File: src/rtl/addsub_pkg.sv
package addsub_pkg;

  typedef enum logic {
    MODE_ADD = 1'b0,
    MODE_SUB = 1'b1
  } addsub_mode_e;

  typedef enum logic {
    CHAIN_RIPPLE    = 1'b0,
    CHAIN_LOOKAHEAD = 1'b1
  } chain_e;

  localparam int unsigned GROUP_DEF = 4;

endpackage

File: src/rtl/addsub_b_cond.sv
// Conditional inversion of the second operand.
module addsub_b_cond #(
  parameter int unsigned WIDTH = 4
) (
  input  logic [WIDTH-1:0] b_i,
  input  logic             inv_i,
  output logic [WIDTH-1:0] b_o
);

  for (genvar i = 0; i < WIDTH; i++) begin : g_xor
    assign b_o[i] = b_i[i] ^ inv_i;
  end

endmodule

File: src/rtl/addsub_bit_cell.sv
// One bit position: propagate/generate and sum.
module addsub_bit_cell (
  input  logic a_i,
  input  logic b_i,
  input  logic c_i,
  output logic p_o,
  output logic g_o,
  output logic s_o
);

  assign p_o = a_i ^ b_i;
  assign g_o = a_i & b_i;
  assign s_o = p_o ^ c_i;

endmodule

File: src/rtl/addsub_carry.sv
// Carry network, ripple or grouped lookahead.
module addsub_carry #(
  parameter int unsigned         WIDTH = 4,
  parameter addsub_pkg::chain_e  CHAIN = addsub_pkg::CHAIN_RIPPLE,
  parameter int unsigned         GROUP = addsub_pkg::GROUP_DEF
) (
  input  logic [WIDTH-1:0] p_i,
  input  logic [WIDTH-1:0] g_i,
  input  logic             cin_i,
  output logic [WIDTH:0]   c_o
);

  localparam int unsigned NGRP = (WIDTH + GROUP - 1) / GROUP;
  localparam int unsigned PADW = NGRP * GROUP;

  if (CHAIN == addsub_pkg::CHAIN_RIPPLE) begin : g_ripple
    assign c_o[0] = cin_i;
    for (genvar i = 0; i < WIDTH; i++) begin : g_bit
      assign c_o[i+1] = g_i[i] | (p_i[i] & c_o[i]);
    end
  end else begin : g_look
    // Flat two-level carry into position j of a group.
    function automatic logic look_c(input logic [GROUP-1:0] p,
                                    input logic [GROUP-1:0] g,
                                    input logic             cin,
                                    input int unsigned      j);
      logic res;
      logic prod;
      res = 1'b0;
      for (int unsigned k = 0; k < GROUP; k++) begin
        if (k < j) begin
          prod = g[k];
          for (int unsigned m = 0; m < GROUP; m++) begin
            if (m > k && m < j) prod = prod & p[m];
          end
          res = res | prod;
        end
      end
      prod = cin;
      for (int unsigned m = 0; m < GROUP; m++) begin
        if (m < j) prod = prod & p[m];
      end
      return res | prod;
    endfunction

    logic [PADW-1:0] p_pad;
    logic [PADW-1:0] g_pad;
    logic [NGRP:0]   gc;

    if (PADW > WIDTH) begin : g_pad_fill
      assign p_pad = {{(PADW-WIDTH){1'b0}}, p_i};
      assign g_pad = {{(PADW-WIDTH){1'b0}}, g_i};
    end else begin : g_pad_none
      assign p_pad = p_i;
      assign g_pad = g_i;
    end

    assign gc[0]  = cin_i;
    assign c_o[0] = cin_i;

    for (genvar gi = 0; gi < NGRP; gi++) begin : g_grp
      localparam int unsigned LO  = gi * GROUP;
      localparam int unsigned HI  = (LO + GROUP > WIDTH) ? WIDTH : LO + GROUP;
      localparam int unsigned LEN = HI - LO;
      logic [GROUP-1:0] gp;
      logic [GROUP-1:0] gg;
      assign gp = p_pad[LO +: GROUP];
      assign gg = g_pad[LO +: GROUP];
      for (genvar j = 1; j <= LEN; j++) begin : g_pos
        assign c_o[LO+j] = look_c(gp, gg, gc[gi], j);
      end
      assign gc[gi+1] = look_c(gp, gg, gc[gi], LEN);
    end
  end

endmodule

File: src/rtl/addsub_core.sv
module addsub_core #(
  parameter int unsigned        WIDTH = 4,
  parameter addsub_pkg::chain_e CHAIN = addsub_pkg::CHAIN_RIPPLE,
  parameter int unsigned        GROUP = addsub_pkg::GROUP_DEF
) (
  input  logic [WIDTH-1:0] a_i,
  input  logic [WIDTH-1:0] b_i,
  input  logic             sub_i,
  output logic [WIDTH-1:0] sum_o,
  output logic             carry_o,
  output logic             ovf_o
);

  localparam int unsigned MSB = WIDTH - 1;

  logic [WIDTH-1:0] b_eff;
  logic [WIDTH-1:0] p_w;
  logic [WIDTH-1:0] g_w;
  logic [WIDTH:0]   carry_w;

  addsub_b_cond #(.WIDTH(WIDTH)) i_b_cond (
    .b_i  (b_i),
    .inv_i(sub_i),
    .b_o  (b_eff)
  );

  for (genvar i = 0; i < WIDTH; i++) begin : g_cell
    addsub_bit_cell i_cell (
      .a_i(a_i[i]),
      .b_i(b_eff[i]),
      .c_i(carry_w[i]),
      .p_o(p_w[i]),
      .g_o(g_w[i]),
      .s_o(sum_o[i])
    );
  end

  // Mode bit doubles as carry-in: supplies the +1 of the complement.
  addsub_carry #(.WIDTH(WIDTH), .CHAIN(CHAIN), .GROUP(GROUP)) i_carry (
    .p_i  (p_w),
    .g_i  (g_w),
    .cin_i(sub_i),
    .c_o  (carry_w)
  );

  assign carry_o = carry_w[WIDTH];
  assign ovf_o   = carry_w[MSB] ^ carry_w[WIDTH];

endmodule

File: config.mk
export PLATFORM = sky130hd
export DESIGN_NAME = addsub_core
export DESIGN_NICKNAME = d
export VERILOG_FILES = /design/src/rtl/addsub_pkg.sv /design/src/rtl/addsub_b_cond.sv /design/src/rtl/addsub_bit_cell.sv /design/src/rtl/addsub_carry.sv /design/src/rtl/addsub_core.sv
export SDC_FILE = /design/constraint.sdc
export NUM_CORES = 1
export LEC_CHECK = 0
export BUFFER_PORTS_ARGS = -buffer_cell sky130_fd_sc_hd__buf_2
export CORE_AREA = 3 3 40 42
export DETAILED_ROUTE_END_ITERATION = 10
export DIE_AREA = 0 0 43 45
export GPL_TIMING_DRIVEN = 0
export PLACE_DENSITY = 0.37
export SLEW_MARGIN = 10
export SYNTH_ARGS = -nofsm -noshare
export SYNTH_HDL_FRONTEND = slang
export SYNTH_HIERARCHICAL = 1
export SYNTH_SLANG_ARGS = --single-unit
File: constraint.sdc
create_clock -name vclk -period 1.2
set_clock_uncertainty 0.05 [all_clocks]
set_input_delay 0.06 -clock vclk [all_inputs]
set_output_delay 0.06 -clock vclk [all_outputs]
set_load 0.05 [all_outputs]
# Word level (Yosys, flattened, before mapping)

Index checks and enable logic that the tools add are counted.

Register bits after elaboration: 0
Word-level logic and storage cells: 25
Output and inout port bits: 6

Bitwise operators: 25

Operators by type and width:

| cell              | count |
|---|---|
| bitwise XOR 1 bit | 13 |
| AND 1 bit         | 8 |
| OR 1 bit          | 4 |

# Longest topological paths before layout

Gate-level depths: netlist (run 1).

Depth after elaboration: 11
Gate-level depth with buffers: 6
Mapped depth without buffers: 6

# Hierarchy

The synthesis (run 1) kept the hierarchy.

Modules (own cells, without submodules):

| module          | cells an instance | instances | area each (um2) |
|---|---|---|---|
| addsub_bit_cell | 2                 | 4         | 21.3 |
| addsub_carry    | 6                 | 1         | 46.3 |
| addsub_b_cond   | 4                 | 1         | 35.0 |
| addsub_core     | 1                 | 1         | 8.8 |

# Least setup slack after synthesis (run 1)

No wires, ideal clock.

Kind: input to output
Start: input port sub_i
End: output port ovf_o
Arrival: 2.153 ns
Required time: 1.090 ns
Setup slack: -1.063 ns
Stages: 6
Buffers on the path: 0
Cells stage by stage: xor2_1 ha_1 a21o_1 a21o_1 a31o_1 xor2_1

Cells in the longest elaborated chain, start to end: 11

RTL lines:

| item               | line                  | text |
|---|---|---|
| start: declaration | addsub_core.sv:8      | `input logic sub_i,` |
| bitwise XOR 1 bit  | addsub_b_cond.sv:11   | `assign b_o[i] = b_i[i] ^ inv_i;` |
| bitwise XOR 1 bit  | addsub_bit_cell.sv:11 | `assign p_o = a_i ^ b_i;` |
| via p_w[0]         | addsub_core.sv:17     | `logic [WIDTH-1:0] p_w;` |
| AND 1 bit          | addsub_carry.sv:19    | `assign c_o[i+1] = g_i[i] \| (p_i[i] & c_o[i]);` |
| OR 1 bit           | addsub_carry.sv:19    |  |
| via carry_w[1]     | addsub_core.sv:19     | `logic [WIDTH:0] carry_w;` |
| AND 1 bit          | addsub_carry.sv:19    |  |
| OR 1 bit           | addsub_carry.sv:19    |  |
| via carry_w[2]     | addsub_core.sv:19     |  |
| AND 1 bit          | addsub_carry.sv:19    |  |
| OR 1 bit           | addsub_carry.sv:19    |  |
| AND 1 bit          | addsub_carry.sv:19    |  |
| OR 1 bit           | addsub_carry.sv:19    |  |
| via carry_o        | addsub_core.sv:10     | `output logic carry_o,` |
| bitwise XOR 1 bit  | addsub_core.sv:47     | `assign ovf_o = carry_w[MSB] ^ carry_w[WIDTH];` |
| end: declaration   | addsub_core.sv:11     | `output logic ovf_o` |

The timed path passes the listed nets, and every way through them passes these cells.

# Final worst setup path (run 1)

Start: input port sub_i
End: output port ovf_o

Cells in the longest elaborated chain, start to end: 11

RTL lines:

| item                  | line                  | text |
|---|---|---|
| bitwise XOR 1 bit (*) | addsub_b_cond.sv:11   |  |
| via b_eff[0]          | addsub_core.sv:16     | `logic [WIDTH-1:0] b_eff;` |
| bitwise XOR 1 bit (*) | addsub_bit_cell.sv:11 |  |
| via p_w[0]            | addsub_core.sv:17     |  |
| AND 1 bit (*)         | addsub_carry.sv:19    |  |
| OR 1 bit (*)          | addsub_carry.sv:19    |  |
| via carry_w[1]        | addsub_core.sv:19     |  |
| AND 1 bit (*)         | addsub_carry.sv:19    |  |
| OR 1 bit (*)          | addsub_carry.sv:19    |  |
| via carry_w[2]        | addsub_core.sv:19     |  |
| AND 1 bit (*)         | addsub_carry.sv:19    |  |
| OR 1 bit (*)          | addsub_carry.sv:19    |  |
| AND 1 bit             | addsub_carry.sv:19    |  |
| OR 1 bit              | addsub_carry.sv:19    |  |
| bitwise XOR 1 bit (*) | addsub_core.sv:47     |  |

The timed path passes the listed nets; every way through them passes the cells marked *.

==> results.yml, run 1 <==
outcome:
  status: "finished with violations"
  violations: "negative setup slack"
grt:
  antenna_found_initial: 0
  grt_pass1_vias: 250
  grt_usage: 0.0616
  gr-total-overflow: 0
  grt_max_degree: 6
  grt_pass1_wl_microns: 979
critical_path:
  cp-end-kind: "output pin"
  crit_family: "compound AO/OA/AOI/OAI gates"
  path_buf_inv: 2
  critPathRequiredTime_ns: 1.09
  cp-start-kind: "primary input"
  path_common_cell: "a21o_1"
  path_class: "in2out"
  critPathMaxFanout: 5
  cp_slowest_cell: "ha_1"
  crit_chain: "buf_12 > xor2_1 > ha_1 > a21o_1 > a21o_1 > a31o_4 > xor2_4 > buf_6"
  crit_arrival_ns: 1.57
  critPathMaxStageDelay_ns: 0.29
clocking:
  cts_hold_buf: 0
synthesis:
  synth.distinct_cells: 5
  yosysMostFrequentCell: "xor2_1"
  netlist_top_cells_count: "xor2_1, a21o_1, ha_1"
  synth-simple-area-share: 0
  syn_area_sq_um: 175
  syn_inst: 19
  synth_compound_area_frac: 0.221
  synth_top_area_frac: 0.450
  ys_warn_count: 6
  ys_top_cells_by_area: "xor2_1, ha_1, a21o_1"
  synth_seq_area_share: 0
  muxShareOfSynthArea: 0
  synthXorXnorAreaFrac: 0.450
  synth_top_family_by_area: "XOR/XNOR gates"
  syn_avg_cell_area_sq_um: 9.22
  yosysTopAreaCell: "xor2_1"
  synth_nets: 32
  synth-adder-area-share: 0.286
timing:
  worstMarginPinSlew_ns: 0.251
  setup_ws_ns: -0.479
  layout_min_cycle_time_ns: 1.68
  maxSlewViolCount: 0
  hold_violations: 0
  rsz0062_at_grt: "true"
  timing.fmax_mhz: 596
  slew_headroom: 0.833
  fin_crit_sh: 1.40
  setup_viol: 6
power_and_ir_drop:
  swShare: 0.567
  internal-power_w: 0.000262
  p_comb_frac: 1.000
  p_leak_nw: 0.244
  p_clk_frac: 0
  totalPowerFinal_w: 0.000605
  sequentialPowerShare: 0
  ir_drop_v: 0.000582
  p_sw_w: 0.000343
  power_density_nw_per_um2: 1300
layout:
  fin_cells: 58
  drive_gt1_frac: 0.721
  layout.clock_buffers: 0
  antenna_cells: 0
  design.seq.count: 0
  fin_nets: 58
  utilization: 0.361
  regArea_sq_um: 0
  area_delta_synth_final_pct: 165
floorplanning:
  die_y_microns: 45
  rows: 13
  io_pins: 15
  initial_core_util: 0.136
  coreArea_sq_um: 1280
  dieWidth_microns: 43
  fp.dieArea_sq_um: 1940
placement:
  dp.cells: 49
  portBuffers: 15
  post-dp-hpwl_microns: 424
  pre_cts_ws_ns: -0.738
  globalplace.congestion: 0.672
detailed_routing:
  drtIter0Drc: 1
  routed.top_layer: "met3"
  wire_per_inst_microns: 9.10
  dr.pass1.iters: 2
  routed_wl_microns: 528
  drt-vias-per-instance: 3.91
  postRouteAntennaNets: 0
  drc: 0
  wl_met2_microns: 282
  met1_length_microns: 189
  wl_met3_microns: 55
  vias: 227
worst_hold_path:
  holdPathStages: 4
  whs_endpoint: "sum_o[1]"
  min_from: "a_i[1]"
  hold_path.class: "in2out"
flow_run:
  cap_violations: 0
repair_timing:
item,CTS,global route
gates resized for setup,16,3
setup endpoints to repair,6,6
buffers inserted,7,3
pin swaps,7,4
routing by layer:
metal | vias up | track usage
li1 | 113 | -
met1 | 103 | 0.0723
met2 | 11 | 0.132
met3 | 0 | 0
met4 | 0 | 0
met5 | - | 0
cell usage in the layout, fill, tap and decap left out:
| cell type | count |
|---|---|
| a21o_1 | 3 |
| a21o_4 | 1 |
| a31o_4 | 1 |
| buf_12 | 1 |
| buf_2 | 7 |
| buf_4 | 10 |
| buf_6 | 7 |
| ha_1 | 4 |
| xor2_1 | 5 |
| xor2_2 | 2 |
| xor2_4 | 2 |
metrics by stage:
stage / instance area [sq um] / hold WS (ns) / TNS, ns
after global routing: 464 / 0.612 / -2.40
after detailed placement: 324 / 0.578 / -2.56
after CTS: 434 / 0.566 / -2.06
after floorplan: 230 / 0.426 / -1.75
final: 464 / 0.575 / -2.02
after global placement: 324 / 0.562 / -2.42
area by class of cell:
type | instances | area (sq um)
multi-input cells | 18 | 236
well taps | 15 | 18.8
fillers | 135 | 821
repair buffers | 24 | 201
plain buffers | 1 | 7.51
worst max-delay path by stage:
stage | start | to | cells after the start
after floorplan | sub_i | ovf_o | 6
after global placement | sub_i | ovf_o | 8
after detailed placement | sub_i | ovf_o | 8
after CTS | sub_i | ovf_o | 8
after global routing | sub_i | ovf_o | 8
final | sub_i | ovf_o | 8
power groups by stage:
| stage | sequential [W] | combinational [W] | clock (W) |
|---|---|---|---|
| 2_1_floorplan | 0 | 0.000372 | 0 |
| 3_3_place_gp | 0 | 0.000452 | 0 |
| 3_5_place_dp | 0 | 0.000457 | 0 |
| 4_1_cts | 0 | 0.000577 | 0 |
| 5_1_grt | 0 | 0.000639 | 0 |
| 6_report | 0 | 0.000605 | 0 |
cells by family (layout without fill, tap and decap cells):
logic type,count (synthesis),in the layout
buf+inv,1,25
compound gates,5,5
xor+xnor,9,9
fa+ha+maj,4,4
Power figures use the tool's default switching activity.
==> run 2, diff against run 1 <==
PLACE_DENSITY = not set   (was 0.37)
RECOVER_POWER = 25   (was not set)
==> results.yml, run 2 (same netlist as run 1, synthesis figures left out) <==
outcome:
  status: "finished with violations"
  violations: "negative setup slack"
layout:
  regArea_sq_um: 0
  multi_input_area_sq_um: 231
  postLayoutCellArea_sq_um: 447
  design.seq.count: 0
  fillers: 137
  mostFrequentLayoutCells: "buf_4, buf_6, buf_2, xor2_1"
  area_delta_synth_final_pct: 155
  layout.clock_buffers: 0
  fin_nets: 56
  drive_gt1_frac: 0.707
  antenna_cells: 0
detailed_routing:
  vias: 217
  routed_wl_microns: 521
  drc: 0
  wire_per_inst_microns: 9.30
  postRouteAntennaNets: 0
  dr.pass1.iters: 1
  drtIter0Drc: 0
  drt-vias-per-instance: 3.88
critical_path:
  critPathMaxStageDelay_ns: 0.29
  path_buf_inv: 2
  crit_chain: "buf_6 > xor2_1 > ha_1 > a21o_1 > a21o_1 > a21o_4 > xor2_4 > buf_6"
  cp-start-kind: "primary input"
  cp.depth: 8
  critPathRequiredTime_ns: 1.09
  cp-end-kind: "output pin"
  path_class: "in2out"
  cp_slowest_cell: "ha_1"
  crit_arrival_ns: 1.57
  crit_family: "compound AO/OA/AOI/OAI gates"
  critPathMaxFanout: 3
power_and_ir_drop:
  p_leak_nw: 0.232
  power_density_nw_per_um2: 1340
  ir_drop_v: 0.000568
placement:
  globalplace.congestion: 0.623
  place_area_sq_um: 324
  portBuffers: 15
  post-dp-hpwl_microns: 395
timing:
  slew_headroom: 0.871
  timing.fmax_mhz: 595
  maxSlewViolCount: 0
  setup_ws_ns: -0.482
  fin_crit_sh: 1.40
  rsz0062_at_grt: "true"
  layout_min_cycle_time_ns: 1.68
  worstMarginPinSlew_ns: 0.194
  hold_violations: 0
  holdWs_ns: 0.546
  setup_viol: 5
floorplanning:
  rows: 13
  io_pins: 15
  initial_core_util: 0.136
  fp.dieArea_sq_um: 1940
  coreArea_sq_um: 1280
  die_y_microns: 45
  dieWidth_microns: 43
grt:
  grt_pass1_vias: 199
  grt_usage: 0.0490
  grt_pass1_wl_microns: 786
  antenna_found_initial: 0
  grt_max_degree: 4
  gr-total-overflow: 0
worst_hold_path:
  holdPathStages: 4
  hold_path.class: "in2out"
  whs_endpoint: "sum_o[1]"
  min_from: "a_i[1]"
clocking:
  cts_hold_buf: 0
flow_run:
  cap_violations: 0
-- run 2: worst max-delay path by stage --
stage | slack, ns | startpoint | endpoint
after floorplan | -0.45 | sub_i | ovf_o
after global placement | -0.72 | sub_i | ovf_o
after detailed placement | -0.73 | sub_i | ovf_o
after CTS | -0.55 | b_i[0] | ovf_o
after global routing | -0.54 | b_i[0] | ovf_o
final | -0.48 | b_i[0] | ovf_o
-- run 2: cell type report --
class / count / area share
plain buffers: 1 / 0.0168
multi-input cells: 18 / 0.518
well taps: 15 / 0.0420
repair buffers: 22 / 0.423
-- run 2: report_power, final --
part	internal [W]	total, W	switching (W)
clock network	0	0	0
registers	0	0	0
logic	0.000255	0.000596	0.000341
-- run 2: stage by stage --
step | total power (W) | util | setup WS, ns | setup TNS (ns) | std cells
final | 0.000596 | 0.348 | -0.482 | -1.89 | 56
after global routing | 0.000626 | 0.348 | -0.544 | -2.18 | 56
after CTS | 0.000571 | 0.328 | -0.551 | -2.15 | 55
after detailed placement | 0.000455 | 0.252 | -0.734 | -2.51 | 49
after global placement | 0.000453 | 0.252 | -0.725 | -2.49 | 49
after floorplan | 0.000372 | - | -0.448 | -1.75 | 19
-- run 2: what timing repair did --
item / 4_1_cts / 5_1_grt
setup buffers: 6 / 1
endpoints found under the hold margin: 0 / 0
gates resized for setup: 15 / 5
setup endpoints to repair: 6 / 6
pin swaps: 8 / 8
-- run 2: layer usage --
metal  share of wire  global-route usage  wire length [microns]  vias to the layer above
met5               0                   0                      0                        -
met4               0                   0                      0                        0
met3           0.079                   0                     41                        0
met2            0.58              0.0988                    300                       13
met1            0.34              0.0624                    179                       97
li1                -                   -                      -                      107
